==> config.mk <==
export PLATFORM = sky130hd
export DESIGN_NAME = prom_bank_mapper
export DESIGN_NICKNAME = d
export VERILOG_FILES = /design/src/rtl/prom_map_pkg.sv /design/src/rtl/prom_win_decode.sv /design/src/rtl/prom_bank_reg.sv /design/src/rtl/prom_addr_form.sv /design/src/rtl/prom_bank_mapper.sv
export SDC_FILE = /design/constraint.sdc
export NUM_CORES = 1
export LEC_CHECK = 0
export BUFFER_PORTS_ARGS = -buffer_cell sky130_fd_sc_hd__buf_2
export CELL_PAD_IN_SITES_DETAIL_PLACEMENT = 1
export CELL_PAD_IN_SITES_GLOBAL_PLACEMENT = 1
export CORE_MARGIN = 2
export CORE_UTILIZATION = 12
export DETAILED_ROUTE_END_ITERATION = 10
export GPL_TIMING_DRIVEN = 0
export PLACE_DENSITY_LB_ADDON = 0.1
export SLEW_MARGIN = 20
export SYNTH_ARGS = -nofsm -noshare
export SYNTH_HDL_FRONTEND = slang
export SYNTH_SLANG_ARGS = --single-unit
==> constraint.sdc <==
create_clock -name clk -period 1.5 [get_ports clk]
set_input_delay 0.15 -clock clk [delete_from_list [all_inputs] [get_ports clk]]
set_output_delay 0.15 -clock clk [all_outputs]
set_load 0.01 [all_outputs]
==> src/rtl/prom_map_pkg.sv <==
package prom_map_pkg;
   typedef enum logic [1:0] {
      SZ_4M   = 2'b00,
      SZ_8M   = 2'b01,
      SZ_16M  = 2'b10,
      SZ_16MX = 2'b11
   } p1_size_e;

   // A 16 Mbit P1 fills both windows with its halves swapped.
   function automatic logic is_crossed(input p1_size_e sz);
      return sz[1];
   endfunction
endpackage

==> src/rtl/prom_win_decode.sv <==
module prom_win_decode #(
   parameter int ADDR_W = 24,
   parameter int WIN_W  = 20,
   parameter int LO_IDX = 0,
   parameter int HI_IDX = 2
) (
   input  logic [ADDR_W-1:0] addr,
   output logic              lo_hit,
   output logic              hi_hit,
   output logic [WIN_W-1:0]  win_addr
);
   localparam int IDX_W = ADDR_W - WIN_W;

   logic [IDX_W-1:0] idx;

   assign idx      = addr[ADDR_W-1:WIN_W];
   assign win_addr = addr[WIN_W-1:0];
   assign lo_hit   = (idx == IDX_W'(LO_IDX));
   assign hi_hit   = (idx == IDX_W'(HI_IDX));
endmodule

==> src/rtl/prom_bank_reg.sv <==
module prom_bank_reg #(
   parameter int BANK_W = 2
) (
   input  logic              clk,
   input  logic              rst_n,
   input  logic              load,
   input  logic [BANK_W-1:0] din,
   output logic [BANK_W-1:0] q
);
   always_ff @(posedge clk or negedge rst_n) begin
      if (!rst_n)    q <= '0;
      else if (load) q <= din;
   end
endmodule

==> src/rtl/prom_addr_form.sv <==
module prom_addr_form
   import prom_map_pkg::*;
#(
   parameter int WIN_W = 20
) (
   input  logic [WIN_W-1:0] win_addr,
   input  p1_size_e         size,
   input  logic             lo_hit,
   input  logic             hi_hit,
   input  logic             rd_req,
   output logic             p1_cs,
   output logic             p2_cs,
   output logic [WIN_W:0]   loc_addr
);
   logic             crossed;
   logic [WIN_W-1:0] p1_mask;

   assign crossed = is_crossed(size);

   // The top window bit is dropped for the smallest P1, which then repeats.
   generate
      for (genvar b = 0; b < WIN_W; b++) begin : g_mask
         if (b == WIN_W - 1) begin : g_top
            assign p1_mask[b] = (size != SZ_4M);
         end else begin : g_low
            assign p1_mask[b] = 1'b1;
         end
      end
   endgenerate

   always_comb begin
      p1_cs    = 1'b0;
      p2_cs    = 1'b0;
      loc_addr = {1'b0, win_addr};
      if (rd_req) begin
         if (crossed) begin
            p1_cs    = lo_hit | hi_hit;
            loc_addr = {lo_hit, win_addr};
         end else if (lo_hit) begin
            p1_cs    = 1'b1;
            loc_addr = {1'b0, win_addr & p1_mask};
         end else if (hi_hit) begin
            p2_cs    = 1'b1;
         end
      end
   end
endmodule

==> src/rtl/prom_bank_mapper.sv <==
module prom_bank_mapper
   import prom_map_pkg::*;
#(
   parameter int ADDR_W = 24,
   parameter int DATA_W = 16,
   parameter int WIN_W  = 20,
   parameter int BANK_W = 2,
   parameter int LO_IDX = 0,
   parameter int HI_IDX = 2
) (
   input  logic              clk,
   input  logic              rst_n,
   input  logic [ADDR_W-1:0] cpu_addr,
   input  logic [DATA_W-1:0] cpu_data,
   input  logic              cpu_wr,
   input  logic              cpu_rd,
   input  logic [1:0]        p1_size,
   output logic              p1_cs,
   output logic              p2_cs,
   output logic [WIN_W:0]    rom_addr,
   output logic [BANK_W-1:0] p2_bank
);
   localparam int IDX_W = ADDR_W - WIN_W;

   generate
      if (IDX_W < 2) begin : g_bad_width
         $error("ADDR_W must exceed WIN_W by at least two bits");
      end
      if (BANK_W > DATA_W) begin : g_bad_bank
         $error("BANK_W cannot exceed DATA_W");
      end
      if (LO_IDX == HI_IDX) begin : g_bad_idx
         $error("LO_IDX and HI_IDX must differ");
      end
      if (HI_IDX >= (1 << IDX_W) || LO_IDX >= (1 << IDX_W)) begin : g_bad_range
         $error("window index out of range");
      end
   endgenerate

   p1_size_e         size;
   logic             lo_hit;
   logic             hi_hit;
   logic [WIN_W-1:0] win_addr;
   logic             bank_load;
   logic             unused_data;

   assign size        = p1_size_e'(p1_size);
   assign unused_data = ^cpu_data[DATA_W-1:BANK_W];

   prom_win_decode #(
      .ADDR_W(ADDR_W), .WIN_W(WIN_W), .LO_IDX(LO_IDX), .HI_IDX(HI_IDX)
   ) u_dec (
      .addr(cpu_addr), .lo_hit(lo_hit), .hi_hit(hi_hit), .win_addr(win_addr)
   );

   assign bank_load = cpu_wr & hi_hit & cpu_addr[0] & ~is_crossed(size);

   prom_bank_reg #(.BANK_W(BANK_W)) u_bank (
      .clk(clk), .rst_n(rst_n), .load(bank_load),
      .din(cpu_data[BANK_W-1:0]), .q(p2_bank)
   );

   prom_addr_form #(.WIN_W(WIN_W)) u_form (
      .win_addr(win_addr), .size(size), .lo_hit(lo_hit), .hi_hit(hi_hit),
      .rd_req(cpu_rd), .p1_cs(p1_cs), .p2_cs(p2_cs), .loc_addr(rom_addr)
   );
endmodule

==> reports/summary.txt, run 1 <==
result of the run = finished, final reports clean
Final Critical Period = 1.21 ns
Netlist cell types = 11
Pins Over Slew Limit = 0
largest driver fanout on the critical path = 3
Post-CTS Hold Buffers = 1
number of synthesized register bits = 2
measured slew at the worst slew-check pin = 0.165 ns
full die area = 2900 um2
final setup TNS = 0 ns
antenna violations before repair = 0
horizontal die dimension = 53.8 um
slew margin rel. = 0.890
number of sinks handled by clock tree synthesis = 2
total power density per cell area = 567 nW/um2
Mapped Avg Cell Area = 9.61 um2
number of I/O port buffers = 38
Critical Path End Type = output pin
hold crit path type = in -> reg
maximum clock insertion buffer count = 2
Tcrit/Tclk final = 0.804
Hold Path Sink = u_bank.q[1]$_DFFE_PN0P_
final setup skew = 0 ns
largest register by flop count = u_bank.q
Antenna Cells = 0
final weighted congestion in routability-driven placement = 0.556
total placed instance area = 526 um2
Via-to-Cell Ratio = 3.51
Std-Cell Core Area = 2410 um2
post-detailed-route count of antenna-violating nets = 0
endpoints failing hold = 0
H-Tree Depth = 1
setup slack of the worst register-to-register path = 0.75 ns
Synthesized Nets = 77
number of global-route vias before repair = 288
critical path required time = 1.35 ns
Mapped Area = 298 um2
Fmax achieved = 0.829 GHz
die outline height = 53.8 um
classification of the worst setup path = in -> out
post-route standard cell area excluding fillers = 558 um2
largest registers = u_bank.q (2)
num rows = 18
overall overflow remaining after global route = 0
maximum VDD drop = 0.302 mV
total routing usage reported by global routing = 0.0542
sequential fraction of the synthesis area = 0.168
fraction of layout instances using a drive strength above 1 = 0.904
Worst Hold Path Cells = 2
post-CTS setup buffer count = 0
via total after detailed routing = 362
YS warnings = 0
starting density of the core = 0.124
number of clock buffers inserted by TritonCTS = 3
Initial DRT Pass Iterations = 2
r2r endpoint = u_bank.q[0]$_DFFE_PN0P_
Post-CTS Resized = 0
Syn-to-layout area delta = 87.4%
clk_lat worst skew = 0.22 ns
worst hold path startpoint = cpu_data[1]
CTS clock-pin slew for the worst setup and hold paths = 0.03 ns
CTS tree = done
post-layout instance count excluding filler cells = 103
setup violators final = 0
Boundary Pins = 71
Arrival @ worst endpoint = 1.06 ns
standby leakage power = 0.331 nW
Layout fillers = 306
gate count of the mapped netlist = 31
placed insts = 99
number of cell instances on the worst register-to-register path = 1
DRC = 0
max-capacitance violation count = 0
nets@finish = 121
setup repair after global routing missed its margin = no
startpoint of the worst-slack reg-to-reg timing path = u_bank.q[0]$_DFFE_PN0P_
detailed-route wire length per cell = 9.17 um
buffer type at the clock tree root = sky130_fd_sc_hd__clkbuf_4
Worst Setup Start Kind = input pin
largest net degree at the start of global routing = 4
wirelength, routed = 945 um
initial drt markers = 2
number of flip-flops under the largest register name = 2
global-route wire length before repair = 1.15 mm
## per-layer routing
metal	share of wire	vias to the layer above	GRT usage
met3	0.24	0	0.0278
met2	0.47	39	0.104
li1	-	169	-
met1	0.29	154	0.0499
met5	0	-	0
met4	0	0	0.0128
## placed cells by master, fill, tap and decap left out
cell	Yosys	layout
sky130_fd_sc_hd__dfrtp_1	2	2
sky130_fd_sc_hd__clkbuf_4	0	3
sky130_fd_sc_hd__nor3b_1	1	1
sky130_fd_sc_hd__nor2_1	1	1
sky130_fd_sc_hd__buf_2	0	38
sky130_fd_sc_hd__nand2_1	1	1
sky130_fd_sc_hd__nor2b_4	1	1
sky130_fd_sc_hd__buf_4	19	19
sky130_fd_sc_hd__mux2_4	2	2
sky130_fd_sc_hd__and3_2	1	1
sky130_fd_sc_hd__o41a_1	1	1
sky130_fd_sc_hd__nor3_4	1	1
sky130_fd_sc_hd__and4_4	1	1
sky130_fd_sc_hd__dlygate4sd3_1	0	1
## critical path: stages
cell                      delay, ns
sky130_fd_sc_hd__buf_2         0.12
sky130_fd_sc_hd__nor3_4        0.20
sky130_fd_sc_hd__nand2_1       0.12
sky130_fd_sc_hd__o41a_1        0.32
sky130_fd_sc_hd__buf_2         0.15
## synthesized netlist by cell type, drive strengths merged
library cell	instances	share of area
mux2	2	0.10
dfrtp	2	0.17
buf	19	0.48
and3	1	0.025
nor3b	1	0.025
nand2	1	0.013
nor3	1	0.055
nor2b	1	0.046
o41a	1	0.038
and4	1	0.038
nor2	1	0.013
## metrics by stage
step	hold slack, ns	power (W)	worst slack (ns)	utilization
floorplan	-0.146	0.000141	0.516	-
global placement	-0.0636	0.000200	0.289	0.218
detailed placement	-0.0639	0.000200	0.294	0.218
CTS	0.151	0.000328	0.286	0.232
global route	0.164	0.000341	0.242	0.232
finish	0.164	0.000317	0.294	0.232
## power by group
group           total, W  internal, W  switching (W)
Clock           0.000116    0.0000881      0.0000283
Sequential     0.0000654    0.0000616     0.00000382
Combinational   0.000135    0.0000829      0.0000518
## cell families (layout without fill, tap and decap cells)
group                  after synthesis  in the layout  synth area share
and+or+nand+nor                      7              7             0.214
muxes                                2              2             0.101
DFF                                  2              2             0.168
AOI/OAI and AO/OA                    1              1            0.0378
buffers and inverters               19             61             0.479
## worst max path at each step
stage / start / endpoint / slack [ns] / cells past startpoint
6_report: cpu_addr[20] / rom_addr[19] / 0.29 / 5
2_1_floorplan: cpu_addr[20] / u_bank.q[0]$_DFFE_PN0P_ / 0.52 / 3
5_1_grt: cpu_addr[20] / rom_addr[19] / 0.24 / 5
3_5_place_dp: cpu_addr[20] / rom_addr[19] / 0.29 / 5
4_1_cts: cpu_addr[20] / rom_addr[19] / 0.29 / 5
3_3_place_gp: cpu_addr[20] / rom_addr[19] / 0.29 / 5
## final cells by class
| class | instances | area (um2) | share of cell area |
|---|---|---|---|
| multi-input combinational | 10 | 105 | 0.188 |
| clock buffer | 3 | 22.5 | 0.0404 |
| tap | 30 | 37.5 | 0.0673 |
| buffer | 19 | 143 | 0.256 |
| timing repair buffer | 39 | 200 | 0.359 |
| sequential | 2 | 50.0 | 0.0897 |
Note: power is estimated with default switching activity, not from simulation.
==> run 2, diff against run 1 <==
- CORE_UTILIZATION: 12 -> 10
- clock period: 1.5 -> 1.1 ns (I/O delays scaled with it)
==> reports/summary.txt, run 2 (same netlist as run 1, synthesis figures left out) <==
total routing usage reported by global routing = 0.0505
Tcrit/Tclk final = 1.00
maximum clock insertion buffer count = 2
number of I/O port buffers = 38
maximum cell stage delay along the critical path = 0.31 ns
fraction of power consumed by the clock network = 0.358
global-route wire length before repair = 1.28 mm
area taken by multi-input logic gates = 108 um2
Worst Hold Path Cells = 2
switching part of the total power = 0.262
H-Tree Depth = 1
total power density per cell area = 751 nW/um2
worst-case hold slack = 0.126 ns
endpoints failing hold = 0
final setup TNS = -0.00272 ns
largest register by flop count = u_bank.q
Final Critical Period = 1.10 ns
horizontal die dimension = 58.6 um
Pins Over Slew Limit = 0
ordered list of cells on the worst path = buf_6, nor3_4, nand2_2, o41a_1, buf_2
buffer type at the clock tree root = sky130_fd_sc_hd__clkbuf_4
Int Power = 0.000323 W
via total after detailed routing = 383
die outline height = 58.6 um
number of cell instances on the worst register-to-register path = 1
Fmax achieved = 0.907 GHz
nets@finish = 122
hold crit path type = in -> reg
largest registers = u_bank.q (2)
final weighted congestion in routability-driven placement = 0.686
Critical Path End Type = output pin
post-detailed-route count of antenna-violating nets = 0
overall overflow remaining after global route = 0
number of sinks handled by clock tree synthesis = 2
Boundary Pins = 71
relative contribution of combinational cells to total power = 0.440
highest-delay cell along the critical path = sky130_fd_sc_hd__o41a_1
net load switching power = 0.000115 W
Initial DRT Pass Iterations = 4
DRC = 0
setup violators final = 1
Layout fillers = 348
footprint of the flip-flops and latches = 50.0 um2
number of flip-flops under the largest register name = 2
final setup skew = 0 ns
maximum VDD drop = 0.433 mV
CTS clock-pin slew for the worst setup and hold paths = 0.03 ns
detailed-route wire length per cell = 9.31 um
top library cells by usage in the layout, fill and taps aside = 36 x sky130_fd_sc_hd__buf_2, 20 x sky130_fd_sc_hd__buf_4, 3 x sky130_fd_sc_hd__clkbuf_4
CTS tree = done
initial drt markers = 18
full die area = 3430 um2
fraction of layout instances using a drive strength above 1 = 0.919
classification of the worst setup path = in -> out
Via-to-Cell Ratio = 3.65
final core utilization = 0.209
clk_lat worst skew = 0.22 ns
Antenna Cells = 0
number of clock buffers inserted by TritonCTS = 3
max-capacitance violation count = 0
part of the power in registers = 0.203
Std-Cell Core Area = 2780 um2
most frequent standard cell in the layout excluding fill and tap cells = sky130_fd_sc_hd__buf_2
Arrival @ worst endpoint = 0.99 ns
critical path required time = 0.99 ns
largest net degree at the start of global routing = 4
result of the run = finished, violations left
Syn-to-layout area delta = 95.4%
wirelength, routed = 978 um
antenna violations before repair = 0
slew margin rel. = 0.854
Worst Setup Start Kind = input pin
setup repair after global routing missed its margin = yes
num rows = 19
largest driver fanout on the critical path = 3
Final Worst Setup Slack = -0.00272 ns
starting density of the core = 0.107
number of global-route vias before repair = 325
standby leakage power = 0.341 nW
measured slew at the worst slew-check pin = 0.218 ns
failing checks = setup timing
-- run 2: cell types whose count changed in the layout (fill, tap and decap cells not counted) --
cell and delta:
sky130_fd_sc_hd__nand2_2 +1, sky130_fd_sc_hd__nand2_1 -1, sky130_fd_sc_hd__buf_4 +1, sky130_fd_sc_hd__buf_6 +2, sky130_fd_sc_hd__buf_2 -2
-- run 2: timing repair --
action                     4_1_cts  5_1_grt
buffers inserted                 1        0
gates resized for setup          2        1
pin swaps                        2        0
hold buffers                     1        0
setup endpoints to repair        1        1
hold endpoints to repair         2        0
-- run 2: area by class of cell --
class | instances | area share
buffer | 19 | 0.245
clock buffer | 3 | 0.0387
multi-input combinational | 10 | 0.185
sequential | 2 | 0.0860
tap | 31 | 0.0667
timing repair buffer | 40 | 0.378
-- run 2: stage by stage --
stage | cells | area [um2] | power [W] | setup slack [ns]
floorplan | 31 | 298 | 0.000193 | 0.156
global placement | 100 | 527 | 0.000274 | -0.0367
detailed placement | 100 | 527 | 0.000275 | -0.0424
CTS | 105 | 576 | 0.000449 | 0.00477
global route | 105 | 582 | 0.000468 | -0.0410
finish | 105 | 582 | 0.000437 | -0.00272
-- run 2: path summary, 6_finish.rpt --
| path | from | end | slack [ns] |
|---|---|---|---|
| worst max-delay path | cpu_addr[22] | rom_addr[19] | -0.003 |
| worst min-delay path | cpu_data[0] | u_bank.q[0]$_DFFE_PN0P_ | 0.13 |
| worst max register to register | u_bank.q[1]$_DFFE_PN0P_ | u_bank.q[1]$_DFFE_PN0P_ | 0.35 |
| worst min register to register | u_bank.q[1]$_DFFE_PN0P_ | u_bank.q[1]$_DFFE_PN0P_ | 0.51 |
| max in group asynchronous | rst_n | u_bank.q[1]$_DFFE_PN0P_ | 0.78 |
| min in group asynchronous | rst_n | u_bank.q[0]$_DFFE_PN0P_ | 0.22 |
-- run 2: power groups by stage --
| stage | Sequential (W) | Combinational (W) | Clock (W) |
|---|---|---|---|
| 4_1_cts | 0.0000888 | 0.000194 | 0.000166 |
| 3_3_place_gp | 0.0000898 | 0.000184 | 0 |
| 5_1_grt | 0.0000893 | 0.000208 | 0.000170 |
| 2_1_floorplan | 0.0000943 | 0.0000984 | 0 |
| 3_5_place_dp | 0.0000896 | 0.000185 | 0 |
| 6_report | 0.0000886 | 0.000192 | 0.000156 |
-- run 2: per-layer routing --
layer | global-route usage | part of all wire | up-vias
met5 | 0 | 0 | -
met4 | 0.0292 | 0.0061 | 0
met3 | 0.0264 | 0.24 | 2
met2 | 0.0754 | 0.39 | 53
met1 | 0.0573 | 0.37 | 157
li1 | - | - | 171
-- run 2: worst max-delay path: cells and delay by family --
family / cells / cell delay [ns]
buf+inv: 2 / 0.24
compound gates: 1 / 0.31
simple gates: 2 / 0.34
==> run 3, diff against run 2 <==
- CORE_UTILIZATION: 10 -> 11
- clock period: 1.1 -> 1.2 ns (I/O delays scaled with it)
==> reports/summary.txt, run 3 (same netlist as run 1, synthesis figures left out) <==
most used cell along the critical path = sky130_fd_sc_hd__buf_2
nets@finish = 121
highest-delay cell along the critical path = sky130_fd_sc_hd__o41a_1
final setup skew = 0 ns
Std-Cell Core Area = 2520 um2
number of sinks handled by clock tree synthesis = 2
largest register by flop count = u_bank.q
via total after detailed routing = 354
buffer type at the clock tree root = sky130_fd_sc_hd__clkbuf_4
largest registers = u_bank.q (2)
setup repair after global routing missed its margin = no
wirelength, routed = 970 um
maximum VDD drop = 0.336 mV
maximum clock insertion buffer count = 2
initial drt markers = 6
antenna violations before repair = 0
Fmax achieved = 0.887 GHz
horizontal die dimension = 56.0 um
max-capacitance violation count = 0
global-route wire length before repair = 1.48 mm
post-detailed-route count of antenna-violating nets = 0
overall overflow remaining after global route = 0
post-CTS setup buffer count = 0
starting density of the core = 0.118
number of I/O port buffers = 38
most frequent standard cell in the layout excluding fill and tap cells = sky130_fd_sc_hd__buf_2
total power density per cell area = 718 nW/um2
clk_lat worst skew = 0.22 ns
DRC = 0
endpoints failing hold = 0
Boundary Pins = 71
ordered list of cells on the worst path = buf_2, nor3_4, nand2_1, o41a_1, buf_2
Setup Slack @ Placement = 0.0588 ns
detailed-route wire length per cell = 9.42 um
number of clock buffers inserted by TritonCTS = 3
cell family contributing the most delay on the critical path = compound AO/OA/AOI/OAI gates
standby leakage power = 0.331 nW
slew margin rel. = 0.891
result of the run = finished, final reports clean
Via-to-Cell Ratio = 3.44
final setup TNS = 0 ns
fraction of layout instances using a drive strength above 1 = 0.904
largest net degree at the start of global routing = 4
measured slew at the worst slew-check pin = 0.162 ns
maximum cell stage delay along the critical path = 0.32 ns
number of flip-flops under the largest register name = 2
Arrival @ worst endpoint = 1.01 ns
Final Worst Setup Slack = 0.0729 ns
CP Buf/Inv Count = 2
Syn-to-layout area delta = 87.4%
CTS tree = done
number of global-route vias before repair = 342
CTS clock-pin slew for the worst setup and hold paths = 0.03 ns
full die area = 3140 um2
final weighted congestion in routability-driven placement = 0.591
Critical Path End Type = output pin
critical path required time = 1.08 ns
total routing usage reported by global routing = 0.0620
Initial DRT Pass Iterations = 3
H-Tree Depth = 1
largest driver fanout on the critical path = 3
Worst Setup Start Kind = input pin
hold crit path type = in -> reg
top library cells by usage in the layout, fill and taps aside = 38 x sky130_fd_sc_hd__buf_2, 19 x sky130_fd_sc_hd__buf_4, 3 x sky130_fd_sc_hd__clkbuf_4, 2 x sky130_fd_sc_hd__mux2_4, 2 x sky130_fd_sc_hd__dfrtp_1
die outline height = 56.0 um
num rows = 18
Antenna Cells = 0
setup violators final = 0
Final Critical Period = 1.13 ns
Tcrit/Tclk final = 0.939
post-route total power = 0.000401 W
Pins Over Slew Limit = 0
classification of the worst setup path = in -> out
-- run 3: cell count changes in the layout (fill, tap and decap cells not counted) --
cell / before / now
sky130_fd_sc_hd__nand2_2: 1 / 0
sky130_fd_sc_hd__buf_6: 2 / 0
sky130_fd_sc_hd__nand2_1: 0 / 1
sky130_fd_sc_hd__buf_2: 36 / 38
sky130_fd_sc_hd__buf_4: 20 / 19
-- run 3: worst paths after layout --
check / start / to / slack (ns) / cells after the start
worst min register to register: u_bank.q[0]$_DFFE_PN0P_ / u_bank.q[0]$_DFFE_PN0P_ / 0.50 / 1
worst min-delay path: cpu_data[1] / u_bank.q[1]$_DFFE_PN0P_ / 0.13 / 2
worst max register to register: u_bank.q[1]$_DFFE_PN0P_ / u_bank.q[1]$_DFFE_PN0P_ / 0.45 / 1
worst max-delay path: cpu_addr[20] / rom_addr[19] / 0.07 / 5
min in group asynchronous: rst_n / u_bank.q[1]$_DFFE_PN0P_ / 0.23 / 2
max in group asynchronous: rst_n / u_bank.q[0]$_DFFE_PN0P_ / 0.87 / 2
-- run 3: routing by layer --
metal / track usage / routed length (um) / share of wire / vias up
li1: - / - / - / 170
met1: 0.0567 / 306 / 0.32 / 153
met2: 0.108 / 527 / 0.54 / 31
met3: 0.0302 / 136 / 0.14 / 0
met4: 0.0408 / 0 / 0 / 0
met5: 0 / 0 / 0 / -
-- run 3: final cells by class --
cell class / instances / area, um2
Fill cell: 329 / 1960
Clock buffer: 3 / 22.5
Tap cell: 30 / 37.5
Timing Repair Buffer: 39 / 200
Buffer: 19 / 143
Multi-Input combinational cell: 10 / 105
Sequential cell: 2 / 50.0
-- run 3: through the flow --
stage | instances | instance area [um2] | utilization | hold slack [ns]
after global routing | 103 | 558 | 0.221 | 0.100
final | 103 | 558 | 0.221 | 0.127
after floorplan | 31 | 298 | - | -0.176
after global placement | 99 | 526 | 0.208 | -0.0916
after detailed placement | 99 | 526 | 0.208 | -0.0917
after CTS | 103 | 558 | 0.221 | 0.117
-- run 3: repair_timing --
item                                    CTS  global route
hold buffers                              1             0
endpoints found under the setup margin    0             0
endpoints found under the hold margin     2             0
resized for setup                         0             0
-- run 3: where the power goes --
part	leakage (nW)	total [W]	internal [W]	switching [W]
Clock	0.0138	0.000149	0.000110	0.0000390
Sequential	0.0266	0.0000813	0.0000769	0.00000436
Combinational	0.291	0.000170	0.000104	0.0000663
Total	0.331	0.000401	0.000291	0.000110
